<file path="src/rtl/load_addr_unit.sv">
module load_addr_unit #(
  parameter int ADDR_W  = 32,
  parameter int IMM_W   = 12
) (
  input  logic              clk,
  input  logic              rst_n,
  input  logic              big_endian_sel,
  input  logic              req_valid,
  input  logic [ADDR_W-1:0] base_val,
  input  logic [IMM_W-1:0]  imm_off,
  input  logic [ADDR_W-1:0] idx_val,
  input  logic [1:0]        off_sel,
  input  logic [1:0]        shift_amt,
  input  logic              sub_off,
  input  logic [1:0]        addr_mode,
  input  logic              size_byte,
  input  logic              sign_ext,
  output logic              mem_rd_en,
  output logic [ADDR_W-1:0] mem_addr,
  input  logic [31:0]       mem_rdata,
  output logic              result_valid,
  output logic [31:0]       result_data,
  output logic              wb_en,
  output logic [ADDR_W-1:0] wb_base
);
  localparam logic [1:0] MODE_PRE  = 2'd1;
  localparam logic [1:0] MODE_POST = 2'd2;
  localparam int PAD_W = ADDR_W - IMM_W;

  logic              be_q;
  logic [ADDR_W-1:0] off_val, sum_val, acc_addr;
  logic              vld_q, byte_q, sext_q, wb_q;
  logic [1:0]        lane_q;
  logic [ADDR_W-1:0] wbb_q;
  logic [7:0]        sel_byte;

  always_comb begin
    case (off_sel)
      2'd0:    off_val = {{PAD_W{1'b0}}, imm_off};
      2'd1:    off_val = idx_val;
      default: off_val = idx_val << shift_amt;
    endcase
  end

  assign sum_val   = sub_off ? base_val - off_val : base_val + off_val;
  assign acc_addr  = (addr_mode == MODE_POST) ? base_val : sum_val;
  assign mem_rd_en = req_valid;
  assign mem_addr  = {acc_addr[ADDR_W-1:2], 2'b00};

  always_ff @(posedge clk) begin
    if (!rst_n) begin
      be_q   <= big_endian_sel;
      vld_q  <= 1'b0;
      wb_q   <= 1'b0;
      lane_q <= 2'd0;
      byte_q <= 1'b0;
      sext_q <= 1'b0;
      wbb_q  <= '0;
    end else begin
      vld_q  <= req_valid;
      wb_q   <= req_valid && (addr_mode == MODE_PRE || addr_mode == MODE_POST);
      lane_q <= acc_addr[1:0] ^ {2{be_q}};
      byte_q <= size_byte;
      sext_q <= sign_ext;
      wbb_q  <= sum_val;
    end
  end

  assign sel_byte     = mem_rdata[8*lane_q +: 8];
  assign result_data  = byte_q ? {{24{sext_q & sel_byte[7]}}, sel_byte} : mem_rdata;
  assign result_valid = vld_q;
  assign wb_en        = vld_q & wb_q;
  assign wb_base      = wbb_q;

  // result follows each request one cycle later
  p_valid_follows_r6: assert property (@(posedge clk) disable iff (!rst_n)
    req_valid |=> result_valid);
  p_idle_quiet_r6: assert property (@(posedge clk) disable iff (!rst_n)
    !req_valid |=> !result_valid && !wb_en);
  p_offset_no_wb_r1: assert property (@(posedge clk) disable iff (!rst_n)
    req_valid && (addr_mode == 2'd0 || addr_mode == 2'd3) |=> !wb_en);
  p_pre_wb_addr_r2: assert property (@(posedge clk) disable iff (!rst_n)
    req_valid && addr_mode == MODE_PRE |=>
      wb_en && wb_base[ADDR_W-1:2] == $past(mem_addr[ADDR_W-1:2]));
  p_post_base_addr_r3: assert property (@(posedge clk) disable iff (!rst_n)
    req_valid && addr_mode == MODE_POST |-> mem_addr[ADDR_W-1:2] == base_val[ADDR_W-1:2]);
  p_zero_ext_r7: assert property (@(posedge clk) disable iff (!rst_n)
    req_valid && size_byte && !sign_ext |=> result_data[31:8] == 24'd0);
  p_sign_ext_r8: assert property (@(posedge clk) disable iff (!rst_n)
    req_valid && size_byte && sign_ext |=> result_data[31:8] == {24{result_data[7]}});
  p_word_pass_r9: assert property (@(posedge clk) disable iff (!rst_n)
    req_valid && !size_byte |=> result_data == mem_rdata);
endmodule

</file>
<file path="config.mk">
export PLATFORM = sky130hd
export DESIGN_NAME = load_addr_unit
export DESIGN_NICKNAME = d
export VERILOG_FILES = /design/src/rtl/load_addr_unit.sv
export SDC_FILE = /design/constraint.sdc
export NUM_CORES = 1
export LEC_CHECK = 0
export ABC_AREA = 1
export BUFFER_PORTS_ARGS = -buffer_cell sky130_fd_sc_hd__buf_4
export CORE_MARGIN = 2
export CORE_UTILIZATION = 35
export CTS_CLUSTER_DIAMETER = 80
export DETAILED_ROUTE_END_ITERATION = 10
export HOLD_SLACK_MARGIN = 0.06
export PLACE_DENSITY = 0.65
export SLEW_MARGIN = 0
export SYNTH_ARGS = -nofsm -noshare
export SYNTH_HDL_FRONTEND = slang
export SYNTH_SLANG_ARGS = --single-unit
</file>
<file path="constraint.sdc">
create_clock -name clk -period 6.6 [get_ports clk]
set_clock_uncertainty 0.15 [all_clocks]
set_input_delay 0.33 -clock clk [delete_from_list [all_inputs] [get_ports clk]]
set_output_delay 0.33 -clock clk [all_outputs]
set_load 0.01 [all_outputs]
</file>
==> impl_metrics.tcl, run 1 <==
set metrics [dict create \
    outcome "completed" \
    multiInputGateArea_sq_mm 0.00449 \
    cp.required_ns 6.12 \
    period_needed_ns 4.96 \
    ctsRootBufferMaster "clkbuf_16" \
    dieWidth_um 135 \
    cap_violations 0 \
    syn-instance-count 1078 \
    initial_core_util_pct 36.0 \
    yosys.area.top_type_share_pct 23.1 \
    routabilityCongestion 0.934 \
    placed_area_sq_mm 0.00768 \
    synth_commonest_cells "nand2_1 (368), nor2_1 (126), inv_1 (119)" \
    place_hpwl_um 17400 \
    slew_viol_final 0 \
    crit_fanout 12 \
    cts_setup_buffers 0 \
    worstMarginPinSlew_ns 1.04 \
    seqCellArea_sq_um 791 \
    nets 1422 \
    cts_hold_buffers 0 \
    syn_avg_cell_area_sq_um 5.55 \
    synthArstFlopShare_pct 0 \
    syn2layout_area_growth_pct 31.1 \
    p_per_area_mw_per_mm2 203 \
    rsz0062_at_grt "false" \
    start_kind "input port" \
    grt_use_total_pct 21.7 \
    synth_cell_types 42 \
    synth.area.top_cells "nand2_1 (23%), dfxtp_1 (13%), o21ai_0 (8.0%)" \
    port_buffers 217 \
    netlist_area_sq_mm 0.00599 \
    drc 0 \
    fmax_ghz 0.202 \
    via_count 7271 \
    core_sq_mm 0.0166 \
    routed_via_density 4.89 \
    cp.arrival_ns 4.48 \
    cts.repair.resized 0 \
    wl_per_cell_um 13.8 \
    diodes 0 \
    crit_type "input port to output port" \
    antenna_found_initial 0 \
    ir_drop_uv 116 \
    fin_crit_sh_pct 75.2 \
    io_pins 220 \
    ys_warn_count 0 \
    synth_seq_area_share_pct 13.2 \
    ys.flop_type "dfxtp_1" \
    ys_ff_latch 39 \
    fill_cells 1842 \
    drive_gt1_share_pct 20.9 \
    die-area_sq_mm 0.0182 \
    synth_edf_count 1 \
    antenna_left 0 \
    cts_tree "built" \
    grt-ovfl-total 0 \
    hold_class "input port to flop" \
    clkTransAtPathRegs_ns 0.06 \
    die_h_um 135 \
    clk_latency_ns 0.28 \
    fin_area_sq_mm 0.00785 \
    rows 47 \
    dr.pass1.iters 5 \
    crit_path_end_kind "output port" \
    clockBufferDepth 2 \
    yosysMostFrequentCell "nand2_1" \
    slew_headroom_pct 30.6 \
    drt_iter0_markers 546 \
    leakage_nw 4.19 \
    grt_pass1_vias 6603 \
    finalHoldViolCount 0 \
    yosysTopAreaCell "nand2_1" \
    htreeDepth 2 \
    clock_sinks 39 \
    grt_pass1_wl_um 32300 \
    numCtsBuffers 5 \
    wirelength_um 20500 \
    grt_max_degree 61 \
    fin_setup_tns_ns 0 \
    setup_viol_count_final 0 \
]
flip-flops by register name (all words and copies together), names as in the netlist:
| name | flops |
|---|---|
| lane_q | 2 |
| be_q | 1 |
| sext_q | 1 |
| wb_q | 1 |
| byte_q | 1 |
| result_valid | 1 |
| wb_base | 32 |
path summary, 6_finish.rpt:
path | from | to | slack (ns) | depth (start not counted)
setup / recovery | off_sel[0] | mem_addr[23] | 1.64 | 25
hold / removal | big_endian_sel | be_q | 0.07 | 1
setup reg to reg | be_q | lane_q[0] | 5.69 | 3
hold reg to reg | be_q | lane_q[1] | 0.34 | 1
layout make-up:
| class | instances | share of cell area (%) |
|---|---|---|
| Clock inverter | 2 | 0.478 |
| Sequential cell | 39 | 10.1 |
| Clock buffer | 6 | 1.64 |
| Tap cell | 220 | 3.51 |
| Multi-Input combinational cell | 872 | 57.2 |
| Inverter | 131 | 6.26 |
| Timing Repair Buffer | 218 | 20.8 |
routing by layer:
layer,track usage (%),routed length (um),vias to the layer above
met5,0,0,-
met4,4.74,310,0
met3,2.25,1440,20
met2,36.8,9280,266
met1,29.6,9510,3189
li1,-,-,3796
power by group:
group          total (mW)  switching, mW  internal [mW]
clock               0.276         0.0974          0.178
sequential          0.310         0.0211          0.289
combinational        1.01          0.586          0.421
total                1.59          0.705          0.888
metrics by stage:
stage          setup slack, ns  cells  hold WS, ns  util (%)  power (mW)
6_report                  1.64   1488       0.0689      47.2        1.59
5_1_grt                   1.09   1488       0.0630      47.2        1.72
4_1_cts                   1.68   1488       0.0647      47.2        1.59
3_5_place_dp              1.70   1480        0.322      46.2        1.32
3_3_place_gp              1.87   1480        0.318      46.2        1.31
2_1_floorplan             2.77   1079        0.273         -       0.909
critical path, stage by stage:
cell      delay [ns]
buf_4           0.16
nor2_1          0.51
inv_1           0.09
o21ai_0         0.18
nor2_1          0.11
clkinv_1        0.10
ha_1            0.16
inv_1           0.04
nor2_1          0.09
nand2_1         0.11
nor2_2          0.16
nand2_2         0.10
nor2_4          0.10
nand2_2         0.10
nand2_2         0.08
xor2_1          0.22
ha_1            0.32
a21oi_1         0.20
o21ai_0         0.17
a21oi_1         0.19
nand3_1         0.19
a21oi_1         0.22
xor2_1          0.26
o21ai_0         0.11
buf_4           0.19
cell usage in the layout, fill, tap and decap left out, drive strengths merged, types with 2 or more instances in the layout:
cell and n:
a21boi 3, a21oi 51, a31oi 3, and2 2, buf 218, clkbuf 6, clkinv 7, conb 2
dfxtp 38, ha 33, inv 124, nand2 374, nand3 58, nand3b 18, nand4 7, nor2 135
nor3 16, nor4 2, o211ai 5, o21a 3, o21ai 103, o21bai 3, o221ai 2, xnor2 19
xor2 29
logic make-up (layout without fill, tap and decap cells):
kind of cell / Yosys count / in the layout / share of synthesized area (%)
adders and majority gates: 34 / 34 / 7.23
other: 1 / 2 / 0.0626
DFF: 39 / 39 / 13.2
and+or+nand+nor: 612 / 612 / 44.9
xor gates and xnor gates: 48 / 48 / 7.02
AOI/OAI and AO/OA: 176 / 176 / 15.7
buffers and inverters: 168 / 357 / 11.9
Note: power is estimated with default switching activity, not from simulation.
==> run 2: changes to the inputs <==
--- a/config.mk
+++ b/config.mk
@@ -5,14 +5,14 @@
 export SDC_FILE = /design/constraint.sdc
 export NUM_CORES = 1
 export LEC_CHECK = 0
-export ABC_AREA = 1
+export ABC_AREA = 0
 export BUFFER_PORTS_ARGS = -buffer_cell sky130_fd_sc_hd__buf_4
 export CORE_MARGIN = 2
 export CORE_UTILIZATION = 35
 export CTS_CLUSTER_DIAMETER = 80
 export DETAILED_ROUTE_END_ITERATION = 10
 export HOLD_SLACK_MARGIN = 0.06
-export PLACE_DENSITY = 0.65
+export PLACE_DENSITY = 0.66
 export SLEW_MARGIN = 0
 export SYNTH_ARGS = -nofsm -noshare
 export SYNTH_HDL_FRONTEND = slang
==> constraint.sdc (replaced) <==
create_clock -name clk -period 5.1 [get_ports clk]
set_clock_uncertainty 0.15 [all_clocks]
set_input_delay 0.255 -clock clk [delete_from_list [all_inputs] [get_ports clk]]
set_output_delay 0.255 -clock clk [all_outputs]
set_load 0.01 [all_outputs]
==> impl_metrics.tcl, run 2 <==
set metrics [dict create \
    outcome "completed" \
    use_met3_pct 2.41 \
    io_pins 220 \
    placed_area_sq_mm 0.00721 \
    grt_pass1_vias 5630 \
    largest_reg_flops 32 \
    startpoint "shift_amt[1]" \
    mostFrequentLayoutCell "buf_4" \
    path_cells "buf_4 -> nor2b_2 -> o32ai_1 -> a211oi_2 -> o21ai_1 -> inv_1 -> a21oi_1 -> xor2_1 -> ha_1 -> a21o_1 -> a21o_1 -> a21o_1 -> a32oi_1 -> o21ai_1 -> a211o_1 -> a221oi_1 -> xor2_1 -> o21ai_1 -> buf_4" \
    grt-ovfl-total 0 \
    ir_drop_uv 121 \
    antenna_found_initial 0 \
    synth_cell_types 75 \
    dr.pass1.iters 5 \
    grt_use_total_pct 20.8 \
    worst-path-stages 19 \
    rows 45 \
    critPathMaxStageDelay_ns 0.37 \
    diodes 0 \
    gr-usage-met1_pct 27.8 \
    clkTransAtPathRegs_ns 0.06 \
    placed_cells 1157 \
    clockPowerShare_pct 18.8 \
    rrSetupSlack_ns 4.17 \
    reg2reg_from "be_q" \
    antenna_left 0 \
    crit_fanout 20 \
    leakage_nw 3.60 \
    yosysMostFrequentCell "nor2_1" \
    drive_gt1_share_pct 28.4 \
    dieWidth_um 129 \
    crit_path_end_kind "output port" \
    slew_headroom_pct 31.5 \
    syn_avg_cell_area_sq_um 7.00 \
    most-common-layout-cells "buf_4 (235), nor2_1 (101), o21ai_0 (76)" \
    syn2layout_area_growth_pct 38.0 \
    cp.required_ns 4.70 \
    htreeDepth 2 \
    core_sq_mm 0.0152 \
    ys.flop_type "dfxtp_1" \
    worstMarginPinSlew_ns 1.02 \
    drc 0 \
    switchingPower_uw 820 \
    synthArstFlopShare_pct 0 \
    p_per_area_mw_per_mm2 272 \
    clockBufferDepth 2 \
    cp.arrival_ns 4.40 \
    drt_iter0_markers 335 \
    netlist_area_sq_mm 0.00546 \
    period_needed_ns 4.80 \
    clock_sinks 39 \
    yosysTopAreaCell "dfxtp_1" \
    ys_warn_count 0 \
    grt_busiest_layer "met2" \
    finalHoldViolCount 0 \
    whs_ns 0.0839 \
    place_hpwl_um 14900 \
    slew_viol_final 0 \
    nets 1139 \
    die_h_um 129 \
    wl_per_cell_um 15.6 \
    fmax_ghz 0.208 \
    fin_crit_sh_pct 94.2 \
    crit_type "input port to output port" \
    hold_class "input port to flop" \
    cp_num_buf_inv 3 \
    synth.area.top_cells "dfxtp_1 (14%), ha_1 (7.6%), o21ai_0 (7.1%)" \
    cap_violations 0 \
    fin_setup_tns_ns 0 \
    cts_tree "built" \
    synth_edf_count 1 \
    die-area_sq_mm 0.0166 \
    timing.final.ws_setup_ns 0.297 \
    grt_max_degree 65 \
    yosys.area.top_type_share_pct 13.9 \
    ctsRootBufferMaster "clkbuf_16" \
    via_count 6239 \
    setup_viol_count_final 0 \
    p_seq_share_pct 19.8 \
    syn-instance-count 780 \
    r2r_end "lane_q[1]" \
    crit_slowest_cell "o32ai_1" \
    synth_seq_area_share_pct 14.5 \
    routabilityCongestion 0.890 \
    worst_hold_path.num_cells 2 \
    wirelength_um 18300 \
    rr_worst_depth 2 \
    post_layout_nonfiller_instances 1173 \
    final_core_util_pct 49.6 \
    intPower_mw 1.23 \
    pre_cts_ws_ns -0.00545 \
    crit_family "compound AO/OA/AOI/OAI gates" \
    start_kind "input port" \
    met2_usage_pct 36.2 \
    initial_core_util_pct 35.9 \
    p_total_mw 2.05 \
    numCtsBuffers 5 \
    port_buffers 217 \
    p_comb_share_pct 61.4 \
    grt_pass1_wl_um 28300 \
    fill_cells 1532 \
    swShare_pct 39.9 \
    endpoint "mem_addr[30]" \
    clk_latency_ns 0.28 \
    synth_commonest_cells "nor2_1 (102), o21ai_0 (78), nand2_1 (71)" \
    fin_area_sq_mm 0.00754 \
    routed_via_density 5.32 \
    ys_ff_latch 39 \
]
==> run 2: changes by cell type after synthesis, moves of 15 or more <==
cell and change:
nor2_1 -24, inv_1 -79, mux2i_1 +37, nand2_1 -297, a31oi_1 +15, nand3_1 -36, a21o_1 +16, o21ai_0 -18
==> run 2: kinds of logic after synthesis <==
kind of cell               share of synthesized area, %
adders and majority gates                          7.92
DFF                                                14.5
other                                            0.0686
muxes                                              10.4
buffers and inverters                              7.72
and+or+nand+nor                                    21.8
AOI/OAI and AO/OA                                  27.6
xor gates and xnor gates                           10.1
==> run 2: area by class of cell <==
class,instances,area [sq um],share of cell area [%]
Sequential cell,39,791,10.5
Inverter,41,154,2.04
Clock buffer,7,154,2.04
Clock inverter,1,30.0,0.398
Tap cell,188,235,3.12
Timing Repair Buffer,244,1860,24.7
Multi-Input combinational cell,653,4310,57.2
==> run 2: how the worst min path moves through the flow <==
stage / start / endpoint
after global placement: big_endian_sel / be_q
after CTS: rst_n / result_valid
final: rst_n / result_valid
after global routing: rst_n / result_valid
after floorplan: big_endian_sel / be_q
after detailed placement: big_endian_sel / be_q
==> run 2: power groups by stage <==
stage / combinational [mW] / clock (mW) / sequential, mW
after global routing: 1.39 / 0.409 / 0.416
after global placement: 1.24 / 0 / 0.413
final: 1.26 / 0.385 / 0.407
after detailed placement: 1.25 / 0 / 0.415
after floorplan: 0.703 / 0 / 0.435
after CTS: 1.26 / 0.396 / 0.408
==> run 2: what timing repair did <==
item / 4_1_cts / 5_1_grt
buffers inserted: 0 / 2
hold buffers: 6 / 0
setup endpoints to repair: 2 / 10
endpoints found under the hold margin: 4 / 0
gates resized for setup: 1 / 18
pin swaps: 0 / 2
==> run 2: layer usage <==
metal,up-vias,part of all wire (%),routed length [um]
met4,0,1.0,185
met3,9,6.5,1180
li1,3183,-,-
met2,236,47,8670
met5,-,0,0
met1,2811,45,8220
